$ cat config.mk
export PLATFORM = sky130hd
export DESIGN_NAME = intr_status_ctrl
export DESIGN_NICKNAME = d
export VERILOG_FILES = /design/src/rtl/intr_status_ctrl.sv
export SDC_FILE = /design/constraint.sdc
export NUM_CORES = 1
export LEC_CHECK = 0
export ABC_AREA = 1
export BUFFER_PORTS_ARGS = -buffer_cell sky130_fd_sc_hd__buf_4
export CORE_MARGIN = 5
export CORE_UTILIZATION = 42
export CTS_BUF_LIST = sky130_fd_sc_hd__clkbuf_16
export CTS_CLUSTER_DIAMETER = 120
export DETAILED_ROUTE_END_ITERATION = 6
export MAX_ROUTING_LAYER = met4
export PLACE_DENSITY = 0.76
export SETUP_SLACK_MARGIN = 0.2
export SLEW_MARGIN = 20
export SYNTH_ARGS = -nofsm -noshare
export SYNTH_HDL_FRONTEND = slang
export SYNTH_SLANG_ARGS = --single-unit
$ cat constraint.sdc
create_clock -name clk -period 1.12 [get_ports clk]
set_clock_uncertainty 0.2 [all_clocks]
set_input_delay 0.224 -clock clk [delete_from_list [all_inputs] [get_ports clk]]
set_output_delay 0.224 -clock clk [all_outputs]
set_load 0.01 [all_outputs]
$ cat src/rtl/intr_status_ctrl.sv
module intr_status_ctrl #(
  parameter int NBITS    = 8,
  parameter int LVL_BITS = 2
) (
  input  logic                      clk,
  input  logic                      rst_n,
  input  logic [NBITS-LVL_BITS-1:0] evt_in,
  input  logic [LVL_BITS-1:0]       lvl_in,
  input  logic                      wr_en,
  input  logic                      wr_sel,
  input  logic [NBITS-1:0]          wr_data,
  output logic [NBITS-1:0]          status,
  output logic [NBITS-1:0]          mask,
  output logic                      irq,
  output logic                      xfer_abort
);
  localparam int EVT_BITS = NBITS - LVL_BITS;
  localparam int PKT_DONE = NBITS - 1;
  localparam int ERR_NAK  = LVL_BITS + 1;
  localparam int ERR_ARB  = LVL_BITS;

  logic [NBITS-1:0]    st_q, mk_q;
  logic [EVT_BITS-1:0] clr;

  assign clr = (wr_en && !wr_sel) ? wr_data[NBITS-1:LVL_BITS] : '0;

  always_ff @(posedge clk or negedge rst_n) begin
    if (!rst_n) begin
      st_q <= '0;
      mk_q <= '0;
    end else begin
      st_q[NBITS-1:LVL_BITS] <= (st_q[NBITS-1:LVL_BITS] & ~clr) | evt_in;
      st_q[LVL_BITS-1:0]     <= lvl_in;
      if (wr_en && wr_sel) mk_q <= wr_data;
    end
  end

  assign status     = st_q;
  assign mask       = mk_q;
  assign irq        = (|(st_q & mk_q)) | st_q[PKT_DONE];
  assign xfer_abort = st_q[ERR_NAK] | st_q[ERR_ARB];
endmodule


==> metrics.md <==
| Metric | Value |
|---|---|
| Number of global-route vias before repair | 823 |
| Post-DRT Antenna Nets | 0 |
| Max_slew headroom | 77.69% |
| Max IR drop VDD | 987.3 µV |
| CTS HTree Levels | 1 |
| GR Overflow Total | 0 |
| Crit Path Max Fanout | 2 |
| Failing checks | hold timing, setup timing |
| Area leader, netlist | dfrtp_1 |
| Final setup violation count | 19 |
| Metal2 WL | 1.291 mm |
| Critical Path Start Type | register |
| WL/cell | 14.23 µm |
| DRT iter0 DRCs | 8 |
| Number of remaining DRC errors | 0 |
| Total Wirelength | 2.306 mm |
| Post-synth cell types | 7 |
| Minimum clock period | 1.533 ns |
| Insertion delay to the later sink of the worst-skew pair | 0.24 ns |
| # hold bufs at CTS | 1 |
| Initial antenna violation count | 0 |
| RD Place Congestion | 0.7471 |
| Layout cell share with drive strength beyond 1 | 48.63% |
| Max-cap violation count | 0 |
| Hold Slack | -0.1134 ns |
| Pin count of the biggest net entering global routing | 17 |
| Starting Density | 44.81% |
| Worst hold endpoint | status[0]$_DFF_PN0_ |
| Fin. max-slew vios | 0 |
| Clock Sinks | 16 |
| Highest Signal Layer | met4 |
| Post-synthesis sequential area ratio | 57.97% |
| Critical path's top delay family | buffers and inverters |
| Crit path capture type | primary output |
| Fin nets | 167 |
| Power Density | 1360 mW/mm² |
| Post-Place Cells | 148 |
| HPWL after DPL | 1.484 mm |
| Leakage | 0.7415 nW |
| R2R depth | 5 |
| Crit path cell chain | buf_4 -> buf_6 -> buf_6 -> buf_4 |
| Die X | 50.55 µm |
| Mapped Area | 690.7 µm² |
| Period utilization | 136.9% |
| Peak Freq | 652.1 MHz |
| CTS tree | built |
| Total CTS buffers | 3 |
| CTS Root Cell | clkbuf_16 |
| Syn avg cell area | 8.222 µm² |
| PortBufs | 37 |
| Worst EP required | 0.70 ns |
| Status | finished with violations |
| Top post-synthesis cells by area | dfrtp_1 58%, nand2_1 22%, nand3_1 10% |
| Buf/Inv on CP | 4 |
| Router iterations before antenna repair | 4 |
| Clock transition at the registers of the reported paths | 0.05 ns |
| RSZ-0062 raised after global routing | true |
| Clock Path Buffers | 2 |
| Mapped Cells | 84 |
| Syn Nets | 104 |
| Crit-path slowest cell | dfrtp_1 |
| Final Hold Vio Count | 8 |
| Arrival @ worst endpoint | 1.11 ns |
| Met1 wire length | 876 µm |
| Filler instances | 84 |
| Core footprint | 0.001541 mm² |
| Worst r2r src | mask[2]$_DFFE_PN0P_ |
| Syn-to-layout area delta | 95.83% |
| Drt via density | 4.895 |
| Yosys reg bits | 16 |
| Num rows | 14 |
| Met3 wire length | 125 µm |
| Hold Path Origin | lvl_in[0] |
| Hold Path Depth | 1 |
| Synth top area share | 57.97% |
| Hold WC Path Type | in2reg |
| Vias | 793 |
| Yosys warnings | 0 |
| R2R Path End | mask[2]$_DFFE_PN0P_ |
| Boundary Pins | 38 |
| First-pass GRT wire length | 3.643 mm |
| Die height | 50.55 µm |
| Ant. Diodes | 0 |
| PnR worst setup slack | -0.4134 ns |
| Die area | 0.002555 mm² |
| FF-to-FF setup slack | -0.04 ns |
| Worst-Margin Slew | 0.3338 ns |
| CP Class | reg2out |
| Worst path max stage delay | 0.39 ns |
| GRT Util Overall | 18.75% |
| Fin cells | 162 |
cells in the final DEF (no fill, tap or decap):
| cell type | n |
|---|---|
| nand2_1 | 34 |
| buf_6 | 30 |
| buf_4 | 29 |
| dfrtp_1 | 16 |
| nand3_1 | 14 |
| inv_1 | 7 |
| nand2_2 | 7 |
| clkbuf_16 | 3 |
| nor2_1 | 2 |
| inv_2 | 1 |
| or2_4 | 1 |
| clkinv_1 | 1 |
| dlygate4sd3_1 | 1 |
flip-flops by register name, summed over array words and instances, names as in the netlist:
| name | cells |
|---|---|
| status | 8 |
| mask | 8 |
metal layers:
layer	global-route usage, %	vias to the layer above
li1	-	386
met1	21.93	374
met2	31.61	31
met3	2.959	2
met4	7.660	0
met5	-	-
report_power, final:
group | total [W] | internal [W] | switching, W
sequential | 0.000668 | 0.000631 | 0.0000375
clock | 0.000688 | 0.000473 | 0.000215
combinational | 0.000483 | 0.000290 | 0.000192
kinds of logic after synthesis:
group | after synthesis | synth area share [%]
buffers and inverters | 10 | 7.609
AND/OR/NAND/NOR | 58 | 34.42
flip-flops | 16 | 57.97
timing repair:
action | CTS | global route
gates cloned | 0 | 0
gates resized for setup | 21 | 16
setup endpoints to repair | 25 | 30
setup buffers | 4 | 5
endpoints found under the hold margin | 24 | 7
pin swaps | 3 | 6
synthesized netlist by cell type:
| library cell | number |
|---|---|
| nand2_1 | 41 |
| dfrtp_1 | 16 |
| nand3_1 | 14 |
| inv_1 | 8 |
| buf_6 | 2 |
| nor2_1 | 2 |
| or2_2 | 1 |
final cells by class:
class                   count  area (µm²)  share of cell area, %
well taps                  16       20.02                  1.480
flip-flops and latches     16       400.4                  29.60
repair buffers             60       565.5                  41.81
clock buffers               3       75.07                  5.550
inverters                   8       30.03                  2.220
clock inverters             1       3.754                 0.2775
multi-input cells          58       257.7                  19.06
worst max path at each step:
stage	endpoint	from	slack, ns	cells after the start
2_1_floorplan	irq	status[3]$_DFF_PN0_	0.003	4
3_3_place_gp	irq	status[3]$_DFF_PN0_	-0.09	5
3_5_place_dp	irq	status[3]$_DFF_PN0_	-0.1	5
4_1_cts	irq	status[2]$_DFF_PN0_	-0.35	5
5_1_grt	irq	status[3]$_DFF_PN0_	-0.50	5
6_report	mask[2]	mask[2]$_DFFE_PN0P_	-0.41	4
per-stage QoR:
| step | instance area [µm²] | total power, W | util [%] | TNS (ns) | setup WS [ns] |
|---|---|---|---|---|---|
| after global placement | 1066 | 0.001011 | 69.16 | -0.1511 | -0.08618 |
| after detailed placement | 1066 | 0.001022 | 69.16 | -0.1797 | -0.09617 |
| after global routing | 1353 | 0.001925 | 87.74 | -4.320 | -0.4988 |
| final | 1353 | 0.001839 | 87.74 | -3.714 | -0.4134 |
| after floorplan | 693.2 | 0.0007918 | - | 0 | 0.002805 |
| after CTS | 1264 | 0.001781 | 81.98 | -3.323 | -0.3498 |
No activity file was read; power rests on OpenSTA's default activity.
